[config.mk]
export PLATFORM = sky130hd
export DESIGN_NAME = stack_seq
export DESIGN_NICKNAME = d
export VERILOG_FILES = /design/src/rtl/stk_pkg.sv /design/src/rtl/stk_plan.sv /design/src/rtl/stk_frame.sv /design/src/rtl/stk_sp.sv /design/src/rtl/stack_seq.sv
export SDC_FILE = /design/constraint.sdc
export NUM_CORES = 1
export LEC_CHECK = 0
export ABC_AREA = 1
export CAP_MARGIN = 20
export CORE_MARGIN = 4
export CORE_UTILIZATION = 37
export DETAILED_ROUTE_END_ITERATION = 10
export PLACE_DENSITY_LB_ADDON = 0.2
export SYNTH_ARGS = -nofsm -noshare
export SYNTH_HDL_FRONTEND = slang
export SYNTH_HIERARCHICAL = 1
export SYNTH_SLANG_ARGS = --single-unit
[constraint.sdc]
create_clock -name clk -period 3.4 [get_ports clk]
set_clock_uncertainty 0.15 [all_clocks]
set_input_delay 0.68 -clock clk [delete_from_list [all_inputs] [get_ports clk]]
set_output_delay 0.68 -clock clk [all_outputs]
set_load 0.005 [all_outputs]
[src/rtl/stk_pkg.sv]
`timescale 1ns/1ps
package stk_pkg;
  localparam int OP_W   = 4;
  localparam int STEP_W = 3;
  localparam int ST_I   = 2;
  localparam int ST_B   = 4;

  typedef enum logic [OP_W-1:0] {
    OP_CALL = 4'd0,
    OP_RET  = 4'd1,
    OP_BRK  = 4'd2,
    OP_IRQ  = 4'd3,
    OP_RTI  = 4'd4,
    OP_PHA  = 4'd5,
    OP_PHP  = 4'd6,
    OP_PLA  = 4'd7,
    OP_PLP  = 4'd8
  } stk_op_e;

  localparam logic [OP_W-1:0] OP_LAST = 4'd8;

  typedef enum logic [1:0] {ACC_NONE, ACC_PUSH, ACC_PULL} acc_kind_e;
  typedef enum logic [1:0] {SEL_HI, SEL_LO, SEL_ST, SEL_A} sel_e;
endpackage

[src/rtl/stk_plan.sv]
`timescale 1ns/1ps
// Per-command access schedule: which access happens in which step, and the
// last step index (command cycle count minus one).
module stk_plan
  import stk_pkg::*;
(
  input  stk_op_e             op,
  input  logic [STEP_W-1:0]   idx,
  output acc_kind_e           kind,
  output sel_e                sel,
  output logic [STEP_W-1:0]   len_m1
);
  always_comb begin
    kind   = ACC_NONE;
    sel    = SEL_HI;
    len_m1 = STEP_W'(3);
    case (op)
      OP_CALL: begin
        len_m1 = STEP_W'(5);
        if (idx == STEP_W'(1)) begin kind = ACC_PUSH; sel = SEL_HI; end
        else if (idx == STEP_W'(2)) begin kind = ACC_PUSH; sel = SEL_LO; end
      end
      OP_RET: begin
        len_m1 = STEP_W'(5);
        if (idx == STEP_W'(1)) begin kind = ACC_PULL; sel = SEL_LO; end
        else if (idx == STEP_W'(2)) begin kind = ACC_PULL; sel = SEL_HI; end
      end
      OP_BRK, OP_IRQ: begin
        len_m1 = STEP_W'(6);
        if (idx == STEP_W'(1)) begin kind = ACC_PUSH; sel = SEL_HI; end
        else if (idx == STEP_W'(2)) begin kind = ACC_PUSH; sel = SEL_LO; end
        else if (idx == STEP_W'(3)) begin kind = ACC_PUSH; sel = SEL_ST; end
      end
      OP_RTI: begin
        len_m1 = STEP_W'(5);
        if (idx == STEP_W'(1)) begin kind = ACC_PULL; sel = SEL_ST; end
        else if (idx == STEP_W'(2)) begin kind = ACC_PULL; sel = SEL_LO; end
        else if (idx == STEP_W'(3)) begin kind = ACC_PULL; sel = SEL_HI; end
      end
      OP_PHA: begin
        len_m1 = STEP_W'(2);
        if (idx == STEP_W'(1)) begin kind = ACC_PUSH; sel = SEL_A; end
      end
      OP_PHP: begin
        len_m1 = STEP_W'(2);
        if (idx == STEP_W'(1)) begin kind = ACC_PUSH; sel = SEL_ST; end
      end
      OP_PLA: begin
        len_m1 = STEP_W'(3);
        if (idx == STEP_W'(1)) begin kind = ACC_PULL; sel = SEL_A; end
      end
      OP_PLP: begin
        len_m1 = STEP_W'(3);
        if (idx == STEP_W'(1)) begin kind = ACC_PULL; sel = SEL_ST; end
      end
      default: ;
    endcase
  end
endmodule

[src/rtl/stk_frame.sv]
`timescale 1ns/1ps
// Return address adjustment and the status byte that goes onto the stack.
module stk_frame
  import stk_pkg::*;
#(
  parameter int DATA_W = 8
) (
  input  stk_op_e               op,
  input  logic [2*DATA_W-1:0]   pc,
  input  logic [DATA_W-1:0]     status,
  output logic [2*DATA_W-1:0]   ret_addr,
  output logic [DATA_W-1:0]     stat_push
);
  localparam int ADDR_W = 2 * DATA_W;
  localparam logic [DATA_W-1:0] B_MASK = DATA_W'(1) << ST_B;

  always_comb begin
    ret_addr  = pc;
    stat_push = status;
    case (op)
      OP_CALL: ret_addr = pc - ADDR_W'(1);
      OP_BRK: begin
        ret_addr  = pc + ADDR_W'(2);
        stat_push = status | B_MASK;
      end
      OP_IRQ:  stat_push = status & ~B_MASK;
      default: ;
    endcase
  end
endmodule

[src/rtl/stk_sp.sv]
`timescale 1ns/1ps
// Stack pointer: post-decrement on push, pre-increment on pull.
module stk_sp #(
  parameter int               SP_W     = 8,
  parameter logic [SP_W-1:0]  SP_RESET = 8'hFD
) (
  input  logic             clk,
  input  logic             rst,
  input  logic             push,
  input  logic             pull,
  output logic [SP_W-1:0]  sp,
  output logic [SP_W-1:0]  sp_up
);
  assign sp_up = sp + SP_W'(1);

  always_ff @(posedge clk) begin
    if (rst)       sp <= SP_RESET;
    else if (push) sp <= sp - SP_W'(1);
    else if (pull) sp <= sp_up;
  end

  // the sequencer never asks for both moves in one cycle
  assert_sp_single_move_R10: assert property (@(posedge clk) disable iff (rst)
    !(push && pull));
endmodule

[src/rtl/stack_seq.sv]
`timescale 1ns/1ps
module stack_seq
  import stk_pkg::*;
#(
  parameter int                 DATA_W     = 8,
  parameter logic [DATA_W-1:0]  SP_RESET   = 8'hFD,
  parameter logic [DATA_W-1:0]  STACK_PAGE = 8'h01
) (
  input  logic                  clk,
  input  logic                  rst,
  input  logic                  cmd_valid,
  input  logic [OP_W-1:0]       cmd,
  input  logic [2*DATA_W-1:0]   cmd_pc,
  input  logic [2*DATA_W-1:0]   cmd_target,
  input  logic [DATA_W-1:0]     acc_in,
  input  logic [DATA_W-1:0]     status_in,
  input  logic [DATA_W-1:0]     mem_rdata,
  output logic                  busy,
  output logic                  done,
  output logic                  mem_we,
  output logic                  mem_re,
  output logic [2*DATA_W-1:0]   mem_addr,
  output logic [DATA_W-1:0]     mem_wdata,
  output logic [2*DATA_W-1:0]   pc_out,
  output logic [DATA_W-1:0]     status_out,
  output logic [DATA_W-1:0]     acc_out,
  output logic [DATA_W-1:0]     sp_out
);
  localparam int ADDR_W = 2 * DATA_W;
  localparam logic [DATA_W-1:0] I_MASK = DATA_W'(1) << ST_I;

  stk_op_e            op_r, cur_op, cmd_op;
  logic [STEP_W-1:0]  step, nxt_idx, len_m1;
  acc_kind_e          kind;
  sel_e               sel, rd_sel;
  logic               cmd_ok, accept, issue, finish, do_push, do_pull, rd_pend;
  logic [ADDR_W-1:0]  adj_ret, ret_r, tgt_r, cur_ret;
  logic [DATA_W-1:0]  adj_stp, stp_r, sin_r, acc_r, cur_stp, cur_acc;
  logic [DATA_W-1:0]  lo_r, hi_r, st_pull, a_pull, push_data, sp_up;

  assign cmd_ok  = (cmd <= OP_LAST);
  assign accept  = cmd_valid && !busy && cmd_ok;
  assign cmd_op  = stk_op_e'(cmd);
  assign cur_op  = accept ? cmd_op : op_r;
  assign nxt_idx = accept ? STEP_W'(1) : step + STEP_W'(1);

  stk_plan u_plan (.op(cur_op), .idx(nxt_idx), .kind(kind), .sel(sel), .len_m1(len_m1));

  stk_frame #(.DATA_W(DATA_W)) u_frame (
    .op(cmd_op), .pc(cmd_pc), .status(status_in),
    .ret_addr(adj_ret), .stat_push(adj_stp));

  assign finish  = busy && (step == len_m1);
  assign issue   = accept || (busy && !finish);
  assign do_push = issue && (kind == ACC_PUSH);
  assign do_pull = issue && (kind == ACC_PULL);

  stk_sp #(.SP_W(DATA_W), .SP_RESET(SP_RESET)) u_sp (
    .clk(clk), .rst(rst), .push(do_push), .pull(do_pull),
    .sp(sp_out), .sp_up(sp_up));

  assign cur_ret = accept ? adj_ret : ret_r;
  assign cur_stp = accept ? adj_stp : stp_r;
  assign cur_acc = accept ? acc_in  : acc_r;

  always_comb begin
    case (sel)
      SEL_HI:  push_data = cur_ret[ADDR_W-1:DATA_W];
      SEL_LO:  push_data = cur_ret[DATA_W-1:0];
      SEL_ST:  push_data = cur_stp;
      default: push_data = cur_acc;
    endcase
  end

  // Sequencing and memory port
  always_ff @(posedge clk) begin
    if (rst) begin
      busy <= 1'b0; done <= 1'b0; step <= '0; op_r <= OP_CALL;
      mem_we <= 1'b0; mem_re <= 1'b0; mem_addr <= '0; mem_wdata <= '0;
      rd_pend <= 1'b0; rd_sel <= SEL_HI;
      ret_r <= '0; tgt_r <= '0; stp_r <= '0; sin_r <= '0; acc_r <= '0;
      lo_r <= '0; hi_r <= '0; st_pull <= '0; a_pull <= '0;
      pc_out <= '0; status_out <= '0; acc_out <= '0;
    end else begin
      mem_we    <= do_push;
      mem_re    <= do_pull;
      mem_addr  <= {STACK_PAGE, (do_pull ? sp_up : sp_out)};
      mem_wdata <= push_data;
      rd_pend   <= do_pull;
      rd_sel    <= sel;
      done      <= finish;

      if (rd_pend) begin
        case (rd_sel)
          SEL_HI:  hi_r    <= mem_rdata;
          SEL_LO:  lo_r    <= mem_rdata;
          SEL_ST:  st_pull <= mem_rdata;
          default: a_pull  <= mem_rdata;
        endcase
      end

      if (accept) begin
        busy  <= 1'b1;
        step  <= STEP_W'(1);
        op_r  <= cmd_op;
        ret_r <= adj_ret;
        tgt_r <= cmd_target;
        stp_r <= adj_stp;
        sin_r <= status_in;
        acc_r <= acc_in;
      end else if (finish) begin
        busy <= 1'b0;
      end else if (busy) begin
        step <= nxt_idx;
      end

      if (finish) begin
        pc_out     <= ret_r;
        status_out <= sin_r;
        acc_out    <= acc_r;
        case (op_r)
          OP_CALL: pc_out <= tgt_r;
          OP_RET:  pc_out <= {hi_r, lo_r} + ADDR_W'(1);
          OP_BRK, OP_IRQ: begin
            pc_out     <= tgt_r;
            status_out <= stp_r | I_MASK;
          end
          OP_RTI: begin
            pc_out     <= {hi_r, lo_r};
            status_out <= st_pull;
          end
          OP_PLA:  acc_out    <= a_pull;
          OP_PLP:  status_out <= st_pull;
          default: ;
        endcase
      end
    end
  end

  // one access per cycle
  assert_one_access_R10: assert property (@(posedge clk) disable iff (rst)
    !(mem_we && mem_re));
  // every access stays in the stack page
  assert_stack_page_R1: assert property (@(posedge clk) disable iff (rst)
    (mem_we || mem_re) |-> (mem_addr[ADDR_W-1:DATA_W] == STACK_PAGE));
  // a write sits one above the already-decremented pointer
  assert_push_post_dec_R1: assert property (@(posedge clk) disable iff (rst)
    mem_we |-> (mem_addr[DATA_W-1:0] == sp_up));
  // a read uses the already-incremented pointer
  assert_pull_pre_inc_R1: assert property (@(posedge clk) disable iff (rst)
    mem_re |-> (mem_addr[DATA_W-1:0] == sp_out));
  // done is a single-cycle pulse and never coincides with busy
  assert_done_pulse_R9: assert property (@(posedge clk) disable iff (rst)
    done |-> (!busy ##1 !done));
  // unknown codes are ignored
  assert_ignore_code_R9: assert property (@(posedge clk) disable iff (rst)
    (cmd_valid && !busy && !cmd_ok) |=> (!busy && !mem_we && !mem_re));
  // Final pulled read is captured before results are formed
  assert_read_before_finish_R6: assert property (@(posedge clk) disable iff (rst)
    finish |-> !rd_pend);
  // return resumes one past the pulled address
  assert_ret_plus_one_R3: assert property (@(posedge clk) disable iff (rst)
    (finish && op_r == OP_RET) |=> (pc_out == $past({hi_r, lo_r}) + ADDR_W'(1)));
  // interrupt entry sets interrupt disable and keeps decimal
  assert_irq_flags_R4: assert property (@(posedge clk) disable iff (rst)
    (finish && op_r == OP_IRQ) |=> (status_out[ST_I] && status_out[3] == $past(sin_r[3])));
endmodule

==> flow_metrics.env <==
export IMPL_leakage_nw=4.766
export IMPL_worst_pin_slew_ps=835.9
export IMPL_wl_per_cell_um=14.69
export IMPL_cts_setup_buffers=0
export IMPL_cp_required_ps=3600
export IMPL_slew_headroom_pct=44.28
export IMPL_r2r_end="pc_out[13]$_SDFFE_PP0P_"
export IMPL_crit_type="in2reg"
export IMPL_cp_data_arrival_time_ps=3280
export IMPL_r2r_slack_ps=660
export IMPL_ys_ff_latch=158
export IMPL_cp_max_fo=10
export IMPL_whs_endpoint="a_pull[1]$_SDFFE_PP0P_"
export IMPL_ios=131
export IMPL_fin_crit_ps=3081
export IMPL_synth_edff_count=0
export IMPL_endpoint_kind="flop"
export IMPL_postRouteAntennaNets=0
export IMPL_outcome="finished, final reports clean"
export IMPL_die_area_um2=25920
export IMPL_place_gp_congestion=0.9282
export IMPL_grt_pass1_wl_um=43220
export IMPL_drtIter0Drc=722
export IMPL_power_mw=5.230
export IMPL_reg2regPathDepth=16
export IMPL_placed_cell_area_um2=10370
export IMPL_synthFlopType="dfxtp_1"
export IMPL_synth_top_area_share_pct=36.52
export IMPL_htreeDepth=4
export IMPL_grt_max_degree=85
export IMPL_powerDensity_nw_per_um2=476.4
export IMPL_ys_top_cells_by_area="dfxtp_1 (37%), nand2_1 (15%), nor2_1 (7.8%)"
export IMPL_hp_start="a_pull[1]$_SDFFE_PP0P_"
export IMPL_rows=55
export IMPL_syn_area_um2=8662
export IMPL_io_buffers=123
export IMPL_hold_path_depth=2
export IMPL_cts_tree="done"
export IMPL_worstSetupStartpointType="input pin"
export IMPL_grt_util_all_layers_pct=20.64
export IMPL_firstDrtPassIters=5
export IMPL_netlist_instances=1369
export IMPL_path_clk_slew_ps=60
export IMPL_avgSynthCellArea_um2=6.327
export IMPL_die_h_um=161.0
export IMPL_area_growth_pct=26.72
export IMPL_route_detailed_drc=0
export IMPL_fmax_mhz=324.6
export IMPL_finalSetupViolCount=0
export IMPL_clock_sinks=158
export IMPL_seq_area_frac_synth_pct=36.52
export IMPL_peakVddDrop_uv=303.9
export IMPL_dieWidth_um=161.0
export IMPL_num_vias=8972
export IMPL_yosys_cell_types_count=37
export IMPL_cts_made_buffers=17
export IMPL_hold_class="reg2reg"
export IMPL_finalMaxSlewViolations=0
export IMPL_min_period_over_period_pct=90.61
export IMPL_design_area_um2=10980
export IMPL_drive_above_1_share_pct=9.828
export IMPL_clkLatencyLatePin_ps=430
export IMPL_synth_warnings=6
export IMPL_setup_ws_ps=319.4
export IMPL_antenna_found_initial=0
export IMPL_grt_overflow=0
export IMPL_r2r_start="busy$_SDFFE_PP0P_"
export IMPL_max_cap_violations=0
export IMPL_place_ws_ps=-344.1
export IMPL_dp_hpwl_um=20380
export IMPL_drt_wl_total_um=26870
export IMPL_hold_violations=0
export IMPL_diodes=0
export IMPL_grt_pass1_vias=8280
export IMPL_coreArea_um2=22850
export IMPL_start_util_pct=37.91
export IMPL_clk_root_buffer_cell="clkbuf_16"
export IMPL_finish_net_count=1573
export IMPL_cts_path_max_buffers=2
export IMPL_synthArstFlopShare_pct=0
export IMPL_yosys_area_top_type="dfxtp_1"
export IMPL_via_per_inst=4.905
-- metal layers --
layer  global-route usage, %  routed length, um  part of all wire, %  vias to the layer above
met5                       0                  0                    0                        -
met4                   7.212                670                  2.5                        0
met3                   3.930               1508                  5.6                       43
met2                   34.36              12570                   47                      240
met1                   26.89              12110                   45                     4057
li1                        -                  -                    -                     4632
-- sequential cells by signal, summed over array words and instances, names as in the netlist --
register / count
rd_pend: 1
op_r: 4
stp_r: 8
hi_r: 8
step: 3
pc_out: 16
u_sp/sp: 8
acc_out: 8
status_out: 8
done: 1
a_pull: 8
sin_r: 8
mem_wdata: 8
tgt_r: 16
ret_r: 16
rd_sel: 2
lo_r: 8
acc_r: 8
busy: 1
mem_addr: 9
mem_we: 1
st_pull: 8
-- cell usage after synthesis, types with 2 or more instances --
| cell | instances |
|---|---|
| o211ai_1 | 8 |
| o21ai_0 | 115 |
| clkbuf_1 | 24 |
| nand4_1 | 11 |
| nand2_1 | 339 |
| buf_6 | 3 |
| clkbuf_2 | 2 |
| nor2_1 | 180 |
| inv_1 | 133 |
| buf_2 | 22 |
| ha_1 | 7 |
| nand3_2 | 3 |
| or2_2 | 12 |
| nand2_2 | 6 |
| buf_1 | 2 |
| nor3_1 | 7 |
| buf_4 | 20 |
| xnor2_1 | 2 |
| and2_1 | 2 |
| xor2_1 | 6 |
| or2_1 | 14 |
| dfxtp_1 | 158 |
| nand3_1 | 118 |
| a21oi_2 | 2 |
| a21oi_1 | 118 |
| nor2_4 | 4 |
| nor2_2 | 9 |
| o21ai_1 | 9 |
| o22ai_1 | 8 |
| inv_2 | 18 |
-- placed cells by master, fill, tap and decap left out, types with 3 or more instances in the layout --
cell type | Yosys | layout
a21oi_1 | 118 | 118
buf_4 | 20 | 57
clkbuf_16 | 0 | 17
clkdlybuf4s50_1 | 0 | 122
clkinvlp_4 | 0 | 5
conb_1 | 1 | 7
dfxtp_1 | 158 | 158
ha_1 | 7 | 7
inv_1 | 133 | 132
inv_2 | 18 | 18
nand2_1 | 339 | 339
nand2_2 | 6 | 5
nand3_1 | 118 | 118
nand3_2 | 3 | 3
nand4_1 | 11 | 11
nor2_1 | 180 | 179
nor2_2 | 9 | 9
nor2_4 | 4 | 5
nor3_1 | 7 | 7
o211ai_1 | 8 | 8
o21ai_0 | 115 | 112
o21ai_1 | 9 | 9
o21ai_2 | 1 | 4
o22ai_1 | 8 | 8
or2_1 | 14 | 14
or2_2 | 12 | 12
xor2_1 | 6 | 6
-- report_power, final --
| part | switching [mW] | internal (mW) |
|---|---|---|
| Sequential | 0.106 | 1.99 |
| Combinational | 0.698 | 0.524 |
| Clock | 0.808 | 1.11 |
-- critical path, stage by stage --
cell and delay, ps:
clkdlybuf4s50_1 420, nor2_1 110, nand2_1 50, nand2_1 90, nand2_4 100, o21ai_2 220
inv_2 60, nand2_2 70, inv_2 50, nand2_1 80, nand2_1 70, buf_4 130
xnor2_1 230, nand3_2 180, buf_12 170, buf_12 130, a21oi_1 190, nand2_1 120
a21oi_1 120
-- cell type report --
type,instances,area [um^2]
Clock buffer,20,446.7
Inverter,152,570.5
Tap cell,313,391.6
Timing Repair Buffer,182,1694
Multi-Input combinational cell,992,4573
Clock inverter,12,137.6
Sequential cell,158,3163
Fill cell,2374,11870
-- stage by stage --
stage | hold WS, ps | instances | setup TNS (ps) | util, %
6_report | 303.9 | 1829 | 0 | 48.04
5_1_grt | 321.2 | 1829 | -2.321 | 48.04
4_1_cts | 306.3 | 1829 | 0 | 47.94
3_5_place_dp | 296.7 | 1797 | -7793 | 45.38
3_3_place_gp | 288.0 | 1797 | -3540 | 45.38
2_1_floorplan | 274.5 | 1375 | 0 | -
-- timing repair --
item,CTS,global route
endpoints found under the setup margin,0,31
gates resized for setup,0,9
hold buffers,0,0
-- worst max-delay path by stage --
stage,startpoint,endpoint,slack [ps]
after global placement,cmd[0],u_sp/sp[1]$_SDFFE_PP0P_,-250
after global routing,cmd[2],u_sp/sp[1]$_SDFFE_PP0P_,-2
after detailed placement,cmd[0],u_sp/sp[1]$_SDFFE_PP0P_,-340
final,cmd[0],pc_out[13]$_SDFFE_PP0P_,320
after floorplan,cmd[0],u_sp/sp[2]$_SDFFE_PP1P_,20
after CTS,cmd[0],u_sp/sp[1]$_SDFFE_PP0P_,110
-- kinds of logic after synthesis --
group	Yosys count	share of synthesized area, %
compound gates	264	15.83
xor+xnor	8	0.8089
fa+ha+maj	7	1.011
buf+inv	225	11.22
flops	158	36.52
other cells	1	0.04329
simple gates	706	34.57
Note: power is estimated with default switching activity, not from simulation.
